`src/rtl/cfg_src_pkg.sv`:
```
package cfg_src_pkg;

   typedef enum logic [2:0] {
      ST_POWER = 3'd0,
      ST_HOLD  = 3'd1,
      ST_PICK  = 3'd2,
      ST_NVM   = 3'd3,
      ST_FLASH = 3'd4,
      ST_SLAVE = 3'd5,
      ST_READY = 3'd6
   } cfg_state_e;

   localparam int NUM_SRC   = 3;
   localparam int IDX_NVM   = 0;
   localparam int IDX_FLASH = 1;
   localparam int IDX_SLAVE = 2;

   // Load state that belongs to a loader index
   function automatic cfg_state_e load_state_of(input int idx);
      case (idx)
         IDX_NVM:   return ST_NVM;
         IDX_FLASH: return ST_FLASH;
         default:   return ST_SLAVE;
      endcase
   endfunction

   // Round a duration up to whole clock cycles
   function automatic int cycles_for_ns(input int ns, input int period_ps);
      return (ns * 1000 + period_ps - 1) / period_ps;
   endfunction

endpackage

```
`src/rtl/cfg_pin_sync.sv`:
```
module cfg_pin_sync #(
   parameter int STAGES  = 2,
   parameter bit RST_VAL = 1'b0
) (
   input  logic clk,
   input  logic arst_n,
   input  logic d,
   output logic q
);

   generate
      if (STAGES < 2) begin : g_bad_stages
         $error("cfg_pin_sync: STAGES must be at least 2");
      end
   endgenerate

   logic [STAGES-1:0] chain;

   always_ff @(posedge clk or negedge arst_n) begin
      if (!arst_n) begin
         chain <= {STAGES{RST_VAL}};
      end else begin
         chain <= {chain[STAGES-2:0], d};
      end
   end

   assign q = chain[STAGES-1];

endmodule

```
`src/rtl/cfg_pulse_qual.sv`:
```
module cfg_pulse_qual #(
   parameter int MIN_CYC = 25
) (
   input  logic clk,
   input  logic arst_n,
   input  logic pin_low,
   output logic hit
);

   generate
      if (MIN_CYC < 1) begin : g_bad_min
         $error("cfg_pulse_qual: MIN_CYC must be at least 1");
      end
   endgenerate

   localparam int CW = $clog2(MIN_CYC + 1);
   localparam logic [CW-1:0] FULL = CW'(MIN_CYC);
   localparam logic [CW-1:0] LAST = CW'(MIN_CYC - 1);

   logic [CW-1:0] low_cnt;

   // Counts consecutive low cycles and saturates, so one pulse gives one hit
   always_ff @(posedge clk or negedge arst_n) begin
      if (!arst_n) begin
         low_cnt <= '0;
      end else if (!pin_low) begin
         low_cnt <= '0;
      end else if (low_cnt != FULL) begin
         low_cnt <= low_cnt + CW'(1);
      end
   end

   assign hit = pin_low && (low_cnt == LAST);

endmodule

```
`src/rtl/cfg_grst_gen.sv`:
```
module cfg_grst_gen #(
   parameter int HOLD_CYC = 4
) (
   input  logic clk,
   input  logic arst_n,
   input  logic fire,
   output logic grst
);

   generate
      if (HOLD_CYC < 1) begin : g_bad_hold
         $error("cfg_grst_gen: HOLD_CYC must be at least 1");
      end else if (HOLD_CYC == 1) begin : g_single
         logic grst_q;
         always_ff @(posedge clk or negedge arst_n) begin
            if (!arst_n) grst_q <= 1'b0;
            else         grst_q <= fire;
         end
         assign grst = grst_q;
      end else begin : g_stretch
         localparam int CW = $clog2(HOLD_CYC + 1);
         logic [CW-1:0] left;
         always_ff @(posedge clk or negedge arst_n) begin
            if (!arst_n) begin
               left <= '0;
            end else if (fire) begin
               left <= CW'(HOLD_CYC);
            end else if (left != '0) begin
               left <= left - CW'(1);
            end
         end
         assign grst = (left != '0);
      end
   endgenerate

endmodule

```
`src/rtl/cfg_src_fsm.sv`:
```
module cfg_src_fsm
   import cfg_src_pkg::*;
(
   input  logic               clk,
   input  logic               arst_n,
   input  logic               por_ok,
   input  logic               pin_high,
   input  logic               sel_high,
   input  logic               nvm_prog,
   input  logic               restart,
   input  logic [NUM_SRC-1:0] ldr_done,
   input  logic [NUM_SRC-1:0] ldr_err,
   output cfg_state_e         state,
   output logic [NUM_SRC-1:0] start,
   output logic               enter_ready
);

   cfg_state_e         nxt;
   logic               need_q, need_nxt;
   logic [NUM_SRC-1:0] start_nxt;
   logic [NUM_SRC-1:0] hit_done, hit_err;
   logic               act_done, act_err;

   // Only the loader that owns the current state is listened to
   for (genvar g = 0; g < NUM_SRC; g++) begin : g_src
      assign hit_done[g] = (state == load_state_of(g)) && ldr_done[g];
      assign hit_err[g]  = (state == load_state_of(g)) && ldr_err[g];
   end

   assign act_done = |hit_done;
   assign act_err  = |hit_err;

   always_comb begin
      nxt         = state;
      need_nxt    = need_q;
      start_nxt   = '0;
      enter_ready = 1'b0;
      if (!por_ok) begin
         nxt      = ST_POWER;
         need_nxt = 1'b0;
      end else if (restart && (state != ST_POWER)) begin
         nxt      = ST_HOLD;
         need_nxt = 1'b0;
      end else begin
         case (state)
            ST_POWER: nxt = ST_HOLD;
            ST_HOLD: begin
               if (pin_high && !need_q) nxt = ST_PICK;
            end
            ST_PICK: begin
               if (!sel_high) begin
                  nxt                  = ST_SLAVE;
                  start_nxt[IDX_SLAVE] = 1'b1;
               end else if (nvm_prog) begin
                  nxt                  = ST_NVM;
                  start_nxt[IDX_NVM]   = 1'b1;
               end else begin
                  nxt                  = ST_FLASH;
                  start_nxt[IDX_FLASH] = 1'b1;
               end
            end
            ST_NVM, ST_FLASH, ST_SLAVE: begin
               if (act_done) begin
                  nxt         = ST_READY;
                  enter_ready = 1'b1;
               end else if (act_err) begin
                  nxt      = ST_HOLD;
                  need_nxt = 1'b1;
               end
            end
            ST_READY: nxt = ST_READY;
            default:  nxt = ST_POWER;
         endcase
      end
   end

   always_ff @(posedge clk or negedge arst_n) begin
      if (!arst_n) begin
         state  <= ST_POWER;
         need_q <= 1'b0;
         start  <= '0;
      end else begin
         state  <= nxt;
         need_q <= need_nxt;
         start  <= start_nxt;
      end
   end

endmodule

```
`src/rtl/cfg_src_seq.sv`:
```
module cfg_src_seq
   import cfg_src_pkg::*;
#(
   parameter int CLK_PERIOD_PS = 10000,
   parameter int MIN_PULSE_NS  = 250,
   parameter int SYNC_STAGES   = 2,
   parameter int GRST_CYC      = 4
) (
   input  logic       clk,
   input  logic       arst_n,
   input  logic       por_ok,
   input  logic       cfg_rst_pin_n,
   input  logic       sel_pin_n,
   input  logic       nvm_programmed,
   output logic       nvm_start,
   input  logic       nvm_done,
   input  logic       nvm_err,
   output logic       flash_start,
   input  logic       flash_done,
   input  logic       flash_err,
   output logic       slave_arm,
   input  logic       slave_done,
   input  logic       slave_err,
   output logic       cfg_done,
   output logic       glob_rst,
   output logic [2:0] state_dbg
);

   localparam int PULSE_CYC = cycles_for_ns(MIN_PULSE_NS, CLK_PERIOD_PS);

   generate
      if (CLK_PERIOD_PS < 1) begin : g_bad_period
         $error("cfg_src_seq: CLK_PERIOD_PS must be positive");
      end
      if (PULSE_CYC < 1) begin : g_bad_pulse
         $error("cfg_src_seq: minimum pulse must span at least one cycle");
      end
   endgenerate

   logic               pin_s, sel_s, restart, enter_ready;
   logic [NUM_SRC-1:0] ldr_done, ldr_err, start;
   cfg_state_e         state;

   // Reset pin resets to low so nothing proceeds before the pin is seen
   cfg_pin_sync #(.STAGES(SYNC_STAGES), .RST_VAL(1'b0)) i_pin_sync (
      .clk(clk), .arst_n(arst_n), .d(cfg_rst_pin_n), .q(pin_s)
   );

   cfg_pin_sync #(.STAGES(SYNC_STAGES), .RST_VAL(1'b1)) i_sel_sync (
      .clk(clk), .arst_n(arst_n), .d(sel_pin_n), .q(sel_s)
   );

   cfg_pulse_qual #(.MIN_CYC(PULSE_CYC)) i_pulse_qual (
      .clk(clk), .arst_n(arst_n), .pin_low(!pin_s), .hit(restart)
   );

   assign ldr_done[IDX_NVM]   = nvm_done;
   assign ldr_done[IDX_FLASH] = flash_done;
   assign ldr_done[IDX_SLAVE] = slave_done;
   assign ldr_err[IDX_NVM]    = nvm_err;
   assign ldr_err[IDX_FLASH]  = flash_err;
   assign ldr_err[IDX_SLAVE]  = slave_err;

   cfg_src_fsm i_fsm (
      .clk(clk), .arst_n(arst_n), .por_ok(por_ok),
      .pin_high(pin_s), .sel_high(sel_s), .nvm_prog(nvm_programmed),
      .restart(restart), .ldr_done(ldr_done), .ldr_err(ldr_err),
      .state(state), .start(start), .enter_ready(enter_ready)
   );

   cfg_grst_gen #(.HOLD_CYC(GRST_CYC)) i_grst (
      .clk(clk), .arst_n(arst_n), .fire(enter_ready), .grst(glob_rst)
   );

   assign nvm_start   = start[IDX_NVM];
   assign flash_start = start[IDX_FLASH];
   assign slave_arm   = start[IDX_SLAVE];
   assign cfg_done    = (state == ST_READY);
   assign state_dbg   = state;

endmodule

```
`config.mk`:
```
export PLATFORM = sky130hd
export DESIGN_NAME = cfg_src_seq
export DESIGN_NICKNAME = d
export VERILOG_FILES = /design/src/rtl/cfg_src_pkg.sv /design/src/rtl/cfg_pin_sync.sv /design/src/rtl/cfg_pulse_qual.sv /design/src/rtl/cfg_grst_gen.sv /design/src/rtl/cfg_src_fsm.sv /design/src/rtl/cfg_src_seq.sv
export SDC_FILE = /design/constraint.sdc
export NUM_CORES = 1
export LEC_CHECK = 0
export ABC_AREA = 1
export CAP_MARGIN = 20
export CELL_PAD_IN_SITES_DETAIL_PLACEMENT = 0
export CELL_PAD_IN_SITES_GLOBAL_PLACEMENT = 1
export CORE_ASPECT_RATIO = 2
export CORE_MARGIN = 4
export CORE_UTILIZATION = 40
export CTS_CLUSTER_SIZE = 20
export DETAILED_ROUTE_END_ITERATION = 10
export GPL_TIMING_DRIVEN = 1
export MAX_ROUTING_LAYER = met4
export PLACE_DENSITY_LB_ADDON = 0.3
export SLEW_MARGIN = 20
export SYNTH_ARGS = -nofsm -noshare
export SYNTH_HDL_FRONTEND = slang
export SYNTH_SLANG_ARGS = --single-unit
```
`constraint.sdc`:
```
create_clock -name clk -period 4 [get_ports clk]
set_input_delay 0.4 -clock clk [delete_from_list [all_inputs] [get_ports clk]]
set_output_delay 0.4 -clock clk [all_outputs]
set_load 0.01 [all_outputs]
```
==> results_dict.tcl <==
set metrics [dict create \
    status "complete, no violations" \
    wl_mm 2.394 \
    hold_end "i_pin_sync.chain[1]" \
    initial_core_util_pct 42.23 \
    post-route-period-util_pct 50.44 \
    synth_most_common_cell "inv_1" \
    clkPwrFrac_pct 18.7 \
    chipWidth_um 46.24 \
    r2r-start "i_pulse_qual.low_cnt[0]" \
    dp_hpwl_mm 1.871 \
    core_area_sq_mm 0.002770 \
    critical_path_buf_inv_count 3 \
    clk_pin_slew_ns 0.07 \
    critPathMaxStageDelay_ns 0.54 \
    hold_depth 0 \
    maxCapViolCount 0 \
    synth_common_cells "inv_1 (20), nand2_1 (19), dfrtp_1 (17), nand3_1 (17), nor2_1 (11)" \
    die_area_sq_mm 0.003906 \
    rows 27 \
    hold_class "reg -> reg" \
    first_iter_violations 24 \
    layout.nets 172 \
    crit_cells 4 \
    holdWs_ns 0.3521 \
    rr_endpoint "i_fsm.state[2]" \
    synth_area_leaders "dfrtp_1 (36%), nand3_1 (7.3%), inv_1 (6.4%)" \
    synth_compound_area_share_pct 6.738 \
    critPathMaxFanout 12 \
    async_reset_ff_share_pct 100.0 \
    p_leak_nw 0.7156 \
    synth_cell_types 29 \
    cts_max_level 1 \
    maxSlewViolCount 0 \
    crit_path_start_kind "flip-flop" \
    cts_buffer_depth 2 \
    drt-wirelength-per-cell_um 13.08 \
    share_comb_of_total_power_pct 42.4 \
    regArea_sq_um 478.0 \
    yosys.area_share.simple_pct 34.44 \
    fillers 281 \
    grt_max_degree 20 \
    synthCells 134 \
    finalHoldViolations 0 \
    worstMarginPinSlew_ns 0.8696 \
    multi_input_area_sq_um 561.8 \
    seqPwrFrac_pct 38.8 \
    synth-main-ff-cell "dfrtp_1" \
    yosysTopAreaCellShare_pct 36.36 \
    finalSetupViolations 0 \
    grt_pass1_wl_mm 4.160 \
    ys_seq_area_share_pct 40.86 \
    track_usage_pct 14.43 \
    power.internal_w 0.0004310 \
    yosysWarnings 0 \
    holdCritStartpoint "i_pin_sync.chain[0]" \
    tritoncts "done" \
    worstPathRequired_ns 3.60 \
    synth-xor-area-share_pct 1.497 \
    yosys.area_share.adder_pct 5.348 \
    reg2reg_depth 11 \
    post_cts_buffers 0 \
    io_pins 20 \
    synthMuxAreaShare_pct 0 \
    avgSynthCellArea_sq_um 8.730 \
    swShare_pct 39.79 \
    synth-seq-cells 19 \
    fmax_mhz 495.6 \
    die_h_um 84.48 \
    gr-total-overflow 0 \
    crit_chain "inv_2, nand3_1, inv_1, clkdlybuf4s50_1" \
    cts_buffers 3 \
    drcViolationCount 0 \
    vdd_drop_max_mv 0.3805 \
    root_buffer "clkbuf_8" \
    via_per_inst 5.060 \
    cts_hold_buf 0 \
    dr.pass1.iters 4 \
    final.setup_skew_ns 0.002426 \
    synth_top_family_by_area "simple AND/OR/NAND/NOR gates" \
    drive_gt1_share_pct 16.88 \
    max_slew_margin_pct 41.85 \
    arrival_ns 1.62 \
    tns_ns 0 \
    critPathLaunch "i_fsm.state[0]" \
    n_antenna_cell 0 \
    synth_edf_count 0 \
    critPathTopFamily "buffers and inverters" \
    crit_path_end_kind "output port" \
    cts_resized 0 \
    rsz0062_at_grt "false" \
    fin_total_pwr_w 0.0007159 \
    min_period_ns 2.018 \
    drtAntennaViolNets 0 \
    synth.net_count 151 \
    crit_slowest_cell "dfrtp_1" \
    r2r_setup_slack_ns 2.39 \
    first_global_vias 982 \
    netlist_area_sq_mm 0.001170 \
    clock_latency_ns 0.26 \
    via_count 926 \
    cellPowerDensity_mw_per_mm2 508.2 \
    cts.sinks 19 \
    portBuffers 19 \
    crit_type "reg -> out" \
    syn_to_final_growth_pct 20.43 \
    switchingPower_w 0.0002849 \
    antenna_found_initial 0 \
    place_congestion 0.7665 \
    synth_area_leader_cell "dfrtp_1" \
    post-route-util_pct 50.86 \
]
routing by layer:
| layer | vias up | global-route usage, % | share of wire, % |
|---|---|---|---|
| li1 | 466 | - | - |
| met1 | 440 | 15.61 | 39 |
| met2 | 12 | 24.50 | 57 |
| met3 | 8 | 1.931 | 1.5 |
| met4 | 0 | 6.477 | 3.3 |
| met5 | - | - | 0 |
power by group through the flow:
stage	registers [W]	clock network, W	logic [W]
global placement	0.000277	0	0.000305
detailed placement	0.000281	0	0.000305
floorplan	0.000257	0	0.000251
global route	0.000284	0.000146	0.000348
CTS	0.000277	0.000139	0.000309
finish	0.000278	0.000134	0.000304
registers in the layout (all words and copies together) (netlist names):
| signal | flops |
|---|---|
| i_grst.g_stretch.left | 3 |
| i_fsm.need_q | 1 |
| i_fsm.state | 3 |
| i_sel_sync.chain | 2 |
| i_pulse_qual.low_cnt | 5 |
| i_fsm.start | 3 |
| i_pin_sync.chain | 2 |
layout by cell type, fill, tap and decap left out, types with 4 or more instances in the layout:
cell,count
nand2_1,19
dfrtp_1,17
nand3_1,17
nand4_1,4
nor2_1,11
clkdlybuf4s50_1,19
inv_1,20
ha_1,5
per-stage QoR:
stage | setup WS [ns] | instance area (sq um) | std cells
final | 1.982 | 1409 | 183
after global placement | 2.304 | 1363 | 179
after floorplan | 2.538 | 1170 | 134
after global routing | 1.887 | 1409 | 183
after CTS | 1.988 | 1409 | 183
after detailed placement | 2.288 | 1363 | 179
worst register-to-register path, stage by stage, from the launching register on:
cell and delay, ns:
dfrtp_1 0.42, inv_1 0.10, ha_1 0.14, inv_1 0.04
nor2_1 0.17, nand2_4 0.09, nor2_8 0.15, inv_2 0.06
o211ai_2 0.08, nand2_2 0.10, nand2_1 0.08, o21ai_2 0.06
cell type report:
class                           instances  share of cell area, %
Clock buffer                            3                  2.931
Clock inverter                          1                 0.3552
Multi-Input combinational cell         87                  39.88
Inverter                               25                  6.838
Tap cell                               29                  2.575
Timing Repair Buffer                   19                  13.50
Sequential cell                        19                  33.93
worst max-delay path by stage:
stage | to | slack [ns]
final | cfg_done | 1.98
after global routing | cfg_done | 1.89
after CTS | cfg_done | 1.99
after detailed placement | cfg_done | 2.29
after global placement | cfg_done | 2.30
after floorplan | i_fsm.state[2] | 2.54
kinds of logic after synthesis:
kind of cell	count (synthesis)
adders and majority gates	5
xor gates and xnor gates	2
buffers and inverters	28
AOI/OAI and AO/OA	12
DFF	19
and+or+nand+nor	68
No activity file was read; power rests on OpenSTA's default activity.
